===== src/rtl/mdet_pkg.sv =====
package mdet_pkg;

  typedef enum logic {
    SRC_INTERNAL = 1'b0,
    SRC_MANUAL   = 1'b1
  } det_src_e;

  function automatic det_src_e pick_src(input logic manual_on);
    return manual_on ? SRC_MANUAL : SRC_INTERNAL;
  endfunction

endpackage


===== src/rtl/mdet_rst_sync.sv =====
module mdet_rst_sync #(
  parameter int STAGES = 2
) (
  input  logic clk,
  input  logic arst_n,
  output logic rst_out_n
);

  logic [STAGES-1:0] chain_q;
  logic [STAGES-1:0] chain_nxt;

  always_comb begin
    chain_nxt = {chain_q[STAGES-2:0], 1'b1};
  end

  always_ff @(posedge clk or negedge arst_n) begin
    if (!arst_n) chain_q <= '0;
    else         chain_q <= chain_nxt;
  end

  assign rst_out_n = chain_q[STAGES-1];

endmodule


===== src/rtl/mdet_sync.sv =====
module mdet_sync #(
  parameter int STAGES = 2
) (
  input  logic clk,
  input  logic rst_n,
  input  logic async_in,
  output logic lvl_last,
  output logic lvl_prev
);

  localparam int TOP = STAGES - 1;

  logic [STAGES-1:0] stg_q;
  logic [STAGES-1:0] stg_nxt;

  for (genvar g = 0; g < STAGES; g++) begin : g_stage
    if (g == 0) begin : g_head
      always_comb stg_nxt[g] = async_in;
    end else begin : g_tail
      always_comb stg_nxt[g] = stg_q[g-1];
    end
  end

  always_ff @(posedge clk or negedge rst_n) begin
    if (!rst_n) stg_q <= '0;
    else        stg_q <= stg_nxt;
  end

  assign lvl_last = stg_q[TOP-1];
  assign lvl_prev = stg_q[TOP];

endmodule


===== src/rtl/mdet_edge.sv =====
module mdet_edge (
  input  logic enable,
  input  logic lvl_new,
  input  logic lvl_old,
  output logic rise
);

  always_comb begin
    rise = enable & lvl_new & ~lvl_old;
  end

endmodule


===== src/rtl/mdet_capture.sv =====
module mdet_capture #(
  parameter int W = 10
) (
  input  logic         clk,
  input  logic         rst_n,
  input  logic         load,
  input  logic [W-1:0] in_i,
  input  logic [W-1:0] in_q,
  output logic         pulse,
  output logic [W-1:0] out_i,
  output logic [W-1:0] out_q
);

  logic [W-1:0] i_q, i_nxt;
  logic [W-1:0] q_q, q_nxt;
  logic         p_q, p_nxt;

  always_comb begin
    p_nxt = load;
    i_nxt = i_q;
    q_nxt = q_q;
    if (load) begin
      i_nxt = in_i;
      q_nxt = in_q;
    end
  end

  always_ff @(posedge clk or negedge rst_n) begin
    if (!rst_n) begin
      p_q <= 1'b0;
      i_q <= '0;
      q_q <= '0;
    end else begin
      p_q <= p_nxt;
      i_q <= i_nxt;
      q_q <= q_nxt;
    end
  end

  assign pulse = p_q;
  assign out_i = i_q;
  assign out_q = q_q;

endmodule


===== src/rtl/manual_detect_gen.sv =====
module manual_detect_gen
  import mdet_pkg::*;
#(
  parameter int IQ_W        = 10,
  parameter int SYNC_STAGES = 2,
  parameter int RST_STAGES  = 2
) (
  input  logic            clk,
  input  logic            rst_n,
  input  logic            man_en,
  input  logic            sw_trig,
  input  logic            pin_trig,
  input  logic            int_det,
  input  logic [IQ_W-1:0] mf_i,
  input  logic [IQ_W-1:0] mf_q,
  output logic            det_pulse,
  output logic [IQ_W-1:0] dem_i,
  output logic [IQ_W-1:0] dem_q
);

  logic     rst_int_n;
  logic     trig_any;
  logic     lvl_last;
  logic     lvl_prev;
  logic     man_rise;
  logic     fire;
  det_src_e src_sel;

  mdet_rst_sync #(.STAGES(RST_STAGES)) u_rst (
    .clk       (clk),
    .arst_n    (rst_n),
    .rst_out_n (rst_int_n)
  );

  always_comb trig_any = sw_trig | pin_trig;

  mdet_sync #(.STAGES(SYNC_STAGES)) u_sync (
    .clk      (clk),
    .rst_n    (rst_int_n),
    .async_in (trig_any),
    .lvl_last (lvl_last),
    .lvl_prev (lvl_prev)
  );

  mdet_edge u_edge (
    .enable  (man_en),
    .lvl_new (lvl_last),
    .lvl_old (lvl_prev),
    .rise    (man_rise)
  );

  always_comb begin
    src_sel = pick_src(man_en);
    unique case (src_sel)
      SRC_MANUAL:   fire = man_rise;
      SRC_INTERNAL: fire = int_det;
      default:      fire = 1'b0;
    endcase
  end

  mdet_capture #(.W(IQ_W)) u_cap (
    .clk   (clk),
    .rst_n (rst_int_n),
    .load  (fire),
    .in_i  (mf_i),
    .in_q  (mf_q),
    .pulse (det_pulse),
    .out_i (dem_i),
    .out_q (dem_q)
  );

endmodule


===== config.mk =====
export PLATFORM = sky130hd
export DESIGN_NAME = manual_detect_gen
export DESIGN_NICKNAME = d
export VERILOG_FILES = /design/src/rtl/mdet_pkg.sv /design/src/rtl/mdet_rst_sync.sv /design/src/rtl/mdet_sync.sv /design/src/rtl/mdet_edge.sv /design/src/rtl/mdet_capture.sv /design/src/rtl/manual_detect_gen.sv
export SDC_FILE = /design/constraint.sdc
export NUM_CORES = 1
export LEC_CHECK = 0
export BUFFER_PORTS_ARGS = -buffer_cell sky130_fd_sc_hd__clkbuf_2
export CELL_PAD_IN_SITES_DETAIL_PLACEMENT = 0
export CELL_PAD_IN_SITES_GLOBAL_PLACEMENT = 1
export CORE_MARGIN = 4
export CORE_UTILIZATION = 36
export CTS_CLUSTER_DIAMETER = 30
export DETAILED_ROUTE_END_ITERATION = 8
export GPL_TIMING_DRIVEN = 0
export PLACE_DENSITY = 0.93
export SETUP_SLACK_MARGIN = 0.4
export SYNTH_ARGS = -nofsm -noshare
export SYNTH_HDL_FRONTEND = slang
export SYNTH_SLANG_ARGS = --single-unit

===== constraint.sdc =====
create_clock -name clk -period 1.3 [get_ports clk]
set_input_delay 0.065 -clock clk [delete_from_list [all_inputs] [get_ports clk]]
set_output_delay 0.065 -clock clk [all_outputs]
set_load 0.005 [all_outputs]

---- After elaboration in Yosys (flattened, before gate mapping) ----
Cells that the tools add are included.
word-level totals
  input bits .............................. 26
  flip-flop bits (word level) ............. 25
  word-level logic and storage cells ...... 12
  output and inout bits ................... 21
cells by class
  muxes and demuxes ....................... 2
  bitwise gates (word level) .............. 5
operators by type and width
  operator                            number
  AND 1 bit                           2
  NOT 1 bit                           2
  one-hot mux 1 bit (2 select lines)  1
  two-way mux 1 bit                   1
  bitwise OR 1 bit                    1

---- Depth between registers and ports, before layout ----
Gate-level depths: netlist of the first run.
  depth after elaboration ................. 3
  mapped depth ............................ 4
  gate-level depth less buffers ........... 3

---- Hierarchy ----
A second synthesis of the first run with hierarchy kept.
unflattened totals
  cell total of the unflattened synthesis .. 51
  area total of the unflattened synthesis .. 982.2 sq um
modules (own cells, without submodules)
  module             cells an instance  area an instance (sq um)  seq. area each (sq um)  times used
  mdet_capture       43                 848.3                     525.5                   1
  mdet_rst_sync      3                  53.8                      50.0                    1
  mdet_sync          2                  50.0                      50.0                    1
  manual_detect_gen  2                  21.3                      0.0                     1
  mdet_edge          1                  8.8                       0.0                     1

---- Least setup slack after synthesis of the first run ----
OpenSTA, ideal clock, no wires.
  path type ............................... register -> register
  from .................................... reg u_sync.stg_q[0]
  to ...................................... reg u_cap.i_q[0], in the netlist u_cap.out_i[0]
  path buffers ............................ 1
  period minus slack after synthesis ...... 1318 ps
  slack ................................... -18 ps
  stages on the path, launching flop included .. 5
  data arrival time ....................... 1193 ps
  cell sequence ........................... dfrtp_1 nor2b_4 mux2i_2 buf_6 mux2_2
between the ends
  word-level cells in the longest chain between the ends .. 3
ends and longest elaborated chain
  item                                RTL line                 source
  from (decl)                         mdet_sync.sv:13          logic [STAGES-1:0] stg_q;
  from (signal assigned)              mdet_sync.sv:26          else stg_q <= stg_nxt;
  AND 1 bit (2 in a row)              mdet_edge.sv:9           rise = enable & lvl_new & ~lvl_old;
  one-hot mux 1 bit (2 select lines)  manual_detect_gen.sv:54  unique case (src_sel)
  to (signal assigned)                mdet_capture.sv:35       i_q <= i_nxt;
  to (decl)                           mdet_capture.sv:14       logic [W-1:0] i_q, i_nxt;
No other way between the ends.
A chain may end at the register's enable or synchronous reset.

---- Worst setup path after layout of the first run ----
  from .................................... reg u_sync.stg_q[0]
  to ...................................... reg u_cap.i_q[9], in the netlist u_cap.out_i[9]
The elaborated chain is that of the path after synthesis.

==> impl_metrics.json, run 1 <==
{
  "place_congestion": 0.602,
  "clockBufferDepth": 2,
  "ys_ff_latch": 25,
  "rows": 18,
  "fin_ws_ns": -0.0560,
  "hp-class": "primary input to asynchronous set/reset pin",
  "clkLatencyLatePin_ns": 0.31,
  "drt_iter0_markers": 5,
  "setup_tns_ns": -0.794,
  "fin_nets": 154,
  "grt_pass1_wl_um": 3330,
  "p_per_area_nw_per_um2": 1120,
  "htreeDepth": 1,
  "drv_slew": 0,
  "grt_max_degree": 24,
  "postLayoutCoreUtil_pct": 60.6,
  "hold_violations": 0,
  "ant_nets": 0,
  "yosys_warnings": 0,
  "stdcell_area_um2": 1490,
  "seq_area_um2": 627,
  "die_w_um": 58.4,
  "fin_crit_ns": 1.36,
  "place_area_um2": 1190,
  "max_freq_mhz": 737,
  "syn_inst": 52,
  "io_pins": 47,
  "wl_met2_um": 1210,
  "numPortBuffers": 46,
  "area_growth_pct": 62.7,
  "clk_pin_slew_worst_paths_ns": 0.14,
  "path_class": "flip-flop to flip-flop",
  "grtUsageTotal_pct": 13.1,
  "top_layer": "met3",
  "drive_gt1_share_pct": 61.4,
  "synth_cell_types": 8,
  "grt_pass1_vias": 746,
  "start_kind": "flip-flop",
  "switching_share_pct": 24.6,
  "clockRootBuffer": "clkbuf_4",
  "setup_viol": 19,
  "critPathMaxFanout": 10,
  "worstPathArrival_ns": 1.56,
  "p_comb_share_pct": 23.0,
  "intPower_w": 0.00126,
  "crit_path_end_kind": "flip-flop",
  "drt-met1-wl_um": 718,
  "seqPwrFrac_pct": 57.0,
  "dieArea_um2": 3410,
  "drc": 0,
  "final_common_cell": "clkbuf_2",
  "drv_cap": 0,
  "most-common-layout-cells": "clkbuf_2 (44), dfrtp_1 (24), dlygate4sd3_1 (23), mux2_2 (15), mux2_4 (5)",
  "synthesis.nets": 78,
  "dp_worst_setup_slack_ns": -0.0380,
  "grt-ovfl-total": 0,
  "dp_hpwl_um": 1360,
  "fillers": 195,
  "core-area_um2": 2450,
  "ir_drop_mv": 0.894,
  "leakage_nw": 0.747,
  "fin_hold_ws_ns": 0.0478,
  "multi_input_area_um2": 290,
  "wl_per_cell_um": 13.1,
  "status": "finished with violations",
  "finalWirelength_um": 2060,
  "start_util_pct": 37.3,
  "fin_worst_skew_ns": 0.0137,
  "die_h_um": 58.4,
  "vias": 673,
  "antenna_cells": 0,
  "cp.required_ns": 1.50,
  "tritoncts": "built",
  "violations": "negative setup slack",
  "seq_area_frac_synth_pct": 68.4,
  "via_per_inst": 4.29,
  "clkPwrFrac_pct": 20.0,
  "drt_pass1_iterations": 2,
  "finalCritPeriodShare_pct": 104,
  "synth_area_um2": 915,
  "cts_num_sinks": 25,
  "rsz0062_at_grt": "true",
  "route.met3.wl_um": 130,
  "p_switching_w": 0.000410,
  "antenna_found_initial": 0,
  "syn-mean-instance-area_um2": 17.6,
  "cts_inserted_buffers": 3
}
per-stage QoR:
step                cells  power (W)
floorplan              52    0.00110
global placement      128    0.00125
detailed placement    128    0.00127
CTS                   156    0.00167
global route          157    0.00177
finish                157    0.00167
synth_stat cells, drive strengths merged:
cell   count  share of area, %
conb       1              0.41
mux2i      1               1.5
or2        1              0.68
inv        1              0.41
dfrtp     25                68
mux2      20                25
nor2b      1               1.5
buf        2               2.5
worst paths after layout:
check | from | end | slack [ns] | cells after the start
max | u_sync.stg_q[0] | u_cap.out_i[9] | -0.06 | 4
min | rst_n | u_rst.chain_q[1] | 0.05 | 2
max reg2reg | u_sync.stg_q[0] | u_cap.out_i[9] | -0.06 | 4
min reg2reg | u_rst.chain_q[1] | u_cap.out_q[5] | 0.24 | 0
max in group asynchronous | u_rst.chain_q[1] | u_cap.out_i[4] | 0.72 | 0
min in group clk | int_det | u_cap.pulse | 0.18 | 4
sequential cells by signal, indices dropped and copies added (netlist names):
signal	cells
u_sync.stg_q	2
u_cap.out_i	10
u_cap.pulse	1
u_rst.chain_q	2
u_cap.out_q	10
per-layer routing:
metal  vias up  GRT usage, %
li1        323             -
met4         0          2.98
met1       326          14.2
met3         0          2.63
met5         -             0
met2        24          25.5
logic make-up after synthesis:
logic type | synth area share, %
DFF | 68.4
muxes | 26.1
buffers and inverters | 2.87
and+or+nand+nor | 2.19
other | 0.410
critical path: stages (launching register included):
cell	delay, ns
dfrtp_1	0.41
nor2b_4	0.13
mux2i_4	0.18
buf_6	0.18
mux2_2	0.34
final cells by class:
type	instances	share of cell area, %
Sequential cell	25	42.1
Multi-Input combinational cell	24	19.5
Tap cell	30	2.52
Timing Repair Buffer	71	32.2
Buffer	2	1.51
Inverter	1	0.252
Clock inverter	1	0.336
Clock buffer	3	1.51
timing repair:
action,CTS,global route
buffers inserted,1,1
endpoints found under the hold margin,23,0
resized for setup,4,5
hold buffers,23,0
setup endpoints to repair,53,42
pin swaps,0,0
power by group through the flow:
stage / Clock [W] / Sequential, W / Combinational (W)
finish: 0.000334 / 0.000950 / 0.000383
global route: 0.000384 / 0.000970 / 0.000414
CTS: 0.000350 / 0.000952 / 0.000372
detailed placement: 0 / 0.000967 / 0.000304
global placement: 0 / 0.000956 / 0.000295
floorplan: 0 / 0.000966 / 0.000134
Power figures use the tool's default switching activity.
==> run 2: changes to the inputs <==
--- a/config.mk
+++ b/config.mk
@@ -8,6 +8,7 @@
 export BUFFER_PORTS_ARGS = -buffer_cell sky130_fd_sc_hd__clkbuf_2
 export CELL_PAD_IN_SITES_DETAIL_PLACEMENT = 0
 export CELL_PAD_IN_SITES_GLOBAL_PLACEMENT = 1
+export CORE_ASPECT_RATIO = 1.75
 export CORE_MARGIN = 4
 export CORE_UTILIZATION = 36
 export CTS_CLUSTER_DIAMETER = 30
==> impl_metrics.json, run 2 (synthesis results as in run 1) <==
{
  "clockRootBuffer": "clkbuf_8",
  "fin_ws_ns": -0.0460,
  "drt_pass1_iterations": 2,
  "fin_worst_skew_ns": 0.00114,
  "drive_gt1_share_pct": 72.0,
  "critPathMaxFanout": 10,
  "htreeDepth": 1,
  "drv_cap": 0,
  "grt_pass1_vias": 679,
  "wl_per_cell_um": 12.8,
  "clk_pin_slew_worst_paths_ns": 0.08,
  "most-common-layout-cells": "clkbuf_2 (46), dfrtp_1 (24), mux2_2 (20), clkbuf_8 (3), dlygate4sd3_1 (3)",
  "antenna_found_initial": 0,
  "rows": 23,
  "grt_pass1_wl_um": 2670,
  "clockBufferDepth": 2,
  "leakage_nw": 0.645,
  "die_w_um": 46.1,
  "holdCritStartpoint": "mf_i[3]",
  "vias": 589,
  "hp-class": "primary input to flip-flop",
  "antenna_cells": 0,
  "postLayoutCoreUtil_pct": 54.1,
  "drt-met1-wl_um": 572,
  "drv_slew": 0,
  "die_h_um": 74.7,
  "path_class": "flip-flop to flip-flop",
  "rsz0062_at_grt": "true",
  "cp.required_ns": 1.44,
  "numPortBuffers": 46,
  "max_freq_mhz": 743,
  "status": "finished with violations",
  "power_w": 0.00169,
  "core-area_um2": 2360,
  "cts_inserted_buffers": 3,
  "crit_path_end_kind": "flip-flop",
  "cts_num_sinks": 25,
  "via_per_inst": 4.46,
  "place_congestion": 0.616,
  "top_layer": "met4",
  "ant_nets": 0,
  "drt_iter0_markers": 8,
  "reg2reg_from": "u_sync.stg_q[0]",
  "setup_tns_ns": -0.571,
  "route.met3.wl_um": 142,
  "violations": "negative setup slack",
  "wl_met2_um": 961,
  "area_growth_pct": 39.5,
  "fin_nets": 134,
  "ir_drop_mv": 0.790,
  "setup_viol": 19,
  "finalWirelength_um": 1690,
  "fin_crit_ns": 1.35,
  "grt-ovfl-total": 0,
  "startpoint": "u_sync.stg_q[0]",
  "finalCritPeriodShare_pct": 104,
  "start_kind": "flip-flop",
  "tritoncts": "built",
  "drc": 0,
  "grt_max_degree": 24,
  "clkLatencyLatePin_ns": 0.26,
  "dieArea_um2": 3440,
  "p_per_area_nw_per_um2": 1320,
  "worstPathArrival_ns": 1.49,
  "start_util_pct": 38.8,
  "grtUsageTotal_pct": 10.8,
  "dp_hpwl_um": 1330,
  "io_pins": 47,
  "final_common_cell": "clkbuf_2",
  "hold_violations": 0,
  "fin_hold_ws_ns": 0.0323
}
[run 2: cell types whose count changed in the layout (fill, tap and decap cells not counted), sizes merged]
cell and delta:
clkinv -1, dlygate4sd3 -20, buf -2, clkbuf +3
[run 2: what timing repair did]
action | CTS | global route
gates cloned | 0 | 0
endpoints found under the setup margin | 44 | 21
hold buffers | 3 | 0
setup buffers | 2 | 0
endpoints found under the hold margin | 3 | 0
gates resized for setup | 1 | 0
[run 2: worst paths after layout]
kind | endpoint | slack, ns | cells past startpoint
worst min-delay path | u_cap.out_i[3] | 0.03 | 2
max in group asynchronous | u_cap.out_i[9] | 0.74 | 0
worst min register to register | u_cap.out_q[6] | 0.23 | 0
min in group asynchronous | u_rst.chain_q[0] | 0.13 | 2
worst max register to register | u_cap.out_i[7] | -0.05 | 4
worst max-delay path | u_cap.out_i[7] | -0.05 | 4
[run 2: cell type report]
cell class / instances / area (µm²)
Sequential cell: 25 / 627
Multi-Input combinational cell: 24 / 272
Buffer: 2 / 22.5
Fill cell: 220 / 1080
Tap cell: 25 / 31.3
Inverter: 1 / 3.75
Clock buffer: 4 / 45.0
Timing Repair Buffer: 51 / 275
[run 2: power breakdown]
part	total (W)	leakage, nW	switching, W	internal, W
clock network	0.000429	0.0228	0.000211	0.000218
registers	0.000946	0.289	0.0000619	0.000884
logic	0.000311	0.333	0.000109	0.000203
total	0.00169	0.645	0.000381	0.00130
[run 2: per-stage QoR]
step	std cells	instance area, µm²	worst slack [ns]
finish	132	1280	-0.0460
global route	132	1280	-0.0910
CTS	132	1280	-0.0525
detailed placement	123	1180	-0.0612
global placement	123	1180	-0.00894
floorplan	52	923	0.0475
[run 2: layer usage]
metal  track usage, %  vias to the layer above
met5                0                        -
met4             5.70                        0
met3             2.15                        2
met2             20.4                       29
met1             10.1                      276
li1                 -                      282
[run 2: worst max-delay path, stage by stage, from the launching register on]
cell and delay, ns:
dfrtp_1 0.39, nor2b_4 0.13, mux2i_4 0.18, buf_6 0.18
mux2_2 0.34
==> run 3: changes to the inputs <==
--- a/config.mk
+++ b/config.mk
@@ -14,6 +14,7 @@
 export CTS_CLUSTER_DIAMETER = 30
 export DETAILED_ROUTE_END_ITERATION = 8
 export GPL_TIMING_DRIVEN = 0
+export HOLD_SLACK_MARGIN = 0.06
 export PLACE_DENSITY = 0.93
 export SETUP_SLACK_MARGIN = 0.4
 export SYNTH_ARGS = -nofsm -noshare
==> impl_metrics.json, run 3 (synthesis results as in run 1) <==
{
  "met1_usage_pct": 11.9,
  "rows": 23,
  "clk_pin_slew_worst_paths_ns": 0.08,
  "leakage_nw": 0.737,
  "ir_drop_mv": 0.814,
  "clockRootBuffer": "clkbuf_8",
  "dp_hpwl_um": 1330,
  "ant_nets": 0,
  "cts_num_sinks": 25,
  "cp.required_ns": 1.45,
  "tritoncts": "built",
  "status": "finished with violations",
  "grt_pass1_wl_um": 3120,
  "fin_crit_ns": 1.35,
  "dieArea_um2": 3440,
  "grtUsageTotal_pct": 12.6,
  "drv_cap": 0,
  "path_class": "flip-flop to flip-flop",
  "max_freq_mhz": 740,
  "crit_family": "multiplexers",
  "hold_violations": 0,
  "place_area_um2": 1180,
  "rsz0062_at_grt": "true",
  "drt_pass1_iterations": 2,
  "most-common-layout-cells": "clkbuf_2 (46), dfrtp_1 (24), dlygate4sd3_1 (23), mux2_2 (18), clkbuf_8 (3)",
  "slowest_stage": "dfrtp_1",
  "hp-class": "primary input to asynchronous set/reset pin",
  "vias": 669,
  "antenna_cells": 0,
  "fin_worst_skew_ns": 0.00168,
  "antenna_found_initial": 0,
  "drt_iter0_markers": 7,
  "violations": "negative setup slack",
  "fillers": 192,
  "path_cells": "nor2b_4, mux2i_4, buf_6, mux2_2",
  "path_buf_inv": 1,
  "finalWirelength_um": 2010,
  "cpPeakStageDelay_ns": 0.39,
  "start_util_pct": 38.8,
  "core-area_um2": 2360,
  "critPathMaxFanout": 10,
  "die_h_um": 74.7,
  "fin_nets": 154,
  "use_met2_pct": 24.2,
  "crit_path_end_kind": "flip-flop",
  "drv_slew": 0,
  "die_w_um": 46.1,
  "stdcell_area_um2": 1480,
  "worstPathArrival_ns": 1.50,
  "htreeDepth": 1,
  "met3_usage_pct": 2.39,
  "final_common_cell": "clkbuf_2",
  "finalCritPeriodShare_pct": 104,
  "grt_pass1_vias": 758,
  "clockBufferDepth": 2,
  "cts_inserted_buffers": 3,
  "grt_max_degree": 24,
  "place_congestion": 0.616,
  "top_usage_layer": "met2",
  "drive_gt1_share_pct": 60.6,
  "numPortBuffers": 46,
  "drc": 0,
  "start_kind": "flip-flop",
  "grt-ovfl-total": 0,
  "wl_per_cell_um": 13.2,
  "io_pins": 47,
  "fin_ws_ns": -0.0517,
  "area_growth_pct": 62.2,
  "power_w": 0.00175,
  "setup_viol": 19,
  "via_per_inst": 4.40,
  "clkLatencyLatePin_ns": 0.26,
  "postLayoutCoreUtil_pct": 62.9,
  "p_per_area_nw_per_um2": 1180
}
==> run 3: cell types whose count changed in the layout (fill, tap and decap cells not counted), sizes merged <==
cell	before	now
dlygate4sd3	3	23
==> run 3: worst paths after layout <==
kind	start	to	slack (ns)	depth (start not counted)
max reg2reg	u_sync.stg_q[0]	u_cap.out_i[7]	-0.05	4
max in group asynchronous	u_rst.chain_q[1]	u_cap.out_i[2]	0.74	0
max	u_sync.stg_q[0]	u_cap.out_i[7]	-0.05	4
min	rst_n	u_rst.chain_q[0]	0.14	2
min reg2reg	u_rst.chain_q[1]	u_sync.stg_q[1]	0.23	0
min in group clk	int_det	u_cap.pulse	0.22	4
==> run 3: cell type report <==
type | count | area (µm²) | area share, %
Buffer | 2 | 22.5 | 1.52
Tap cell | 25 | 31.3 | 2.11
Multi-Input combinational cell | 24 | 279 | 18.8
Inverter | 1 | 3.75 | 0.253
Clock buffer | 4 | 45.0 | 3.04
Sequential cell | 25 | 627 | 42.2
Timing Repair Buffer | 71 | 475 | 32.0
==> run 3: per-layer routing <==
metal	up-vias	wire, µm
li1	321	-
met1	317	663
met2	29	1200
met3	2	133
met4	0	17
met5	-	0
==> run 3: worst register-to-register path, stage by stage (launching register included) <==
cell     delay [ns]
dfrtp_1        0.39
nor2b_4        0.14
mux2i_4        0.18
buf_6          0.18
mux2_2         0.35
==> run 3: what timing repair did <==
item / 4_1_cts / 5_1_grt
buffers inserted: 2 / 0
hold buffers: 23 / 0
endpoints found under the hold margin: 23 / 0
setup endpoints to repair: 44 / 21
resized for setup: 1 / 2
==> run 3: stage by stage <==
step           instances  TNS [ns]  hold WS (ns)  setup slack [ns]
6_report             152    -0.678         0.136           -0.0517
5_1_grt              152     -1.70         0.126           -0.0972
4_1_cts              152    -0.701         0.104           -0.0525
3_5_place_dp         123    -0.857        -0.147           -0.0612
3_3_place_gp         123    -0.144        -0.148          -0.00894
2_1_floorplan         52         0        -0.231            0.0475
==> run 3: report_power, final <==
| part | switching [W] | leakage (nW) | internal (W) |
|---|---|---|---|
| clock | 0.000210 | 0.0228 | 0.000218 |
| sequential | 0.0000654 | 0.289 | 0.000884 |
| combinational | 0.000123 | 0.426 | 0.000247 |
| total | 0.000398 | 0.737 | 0.00135 |
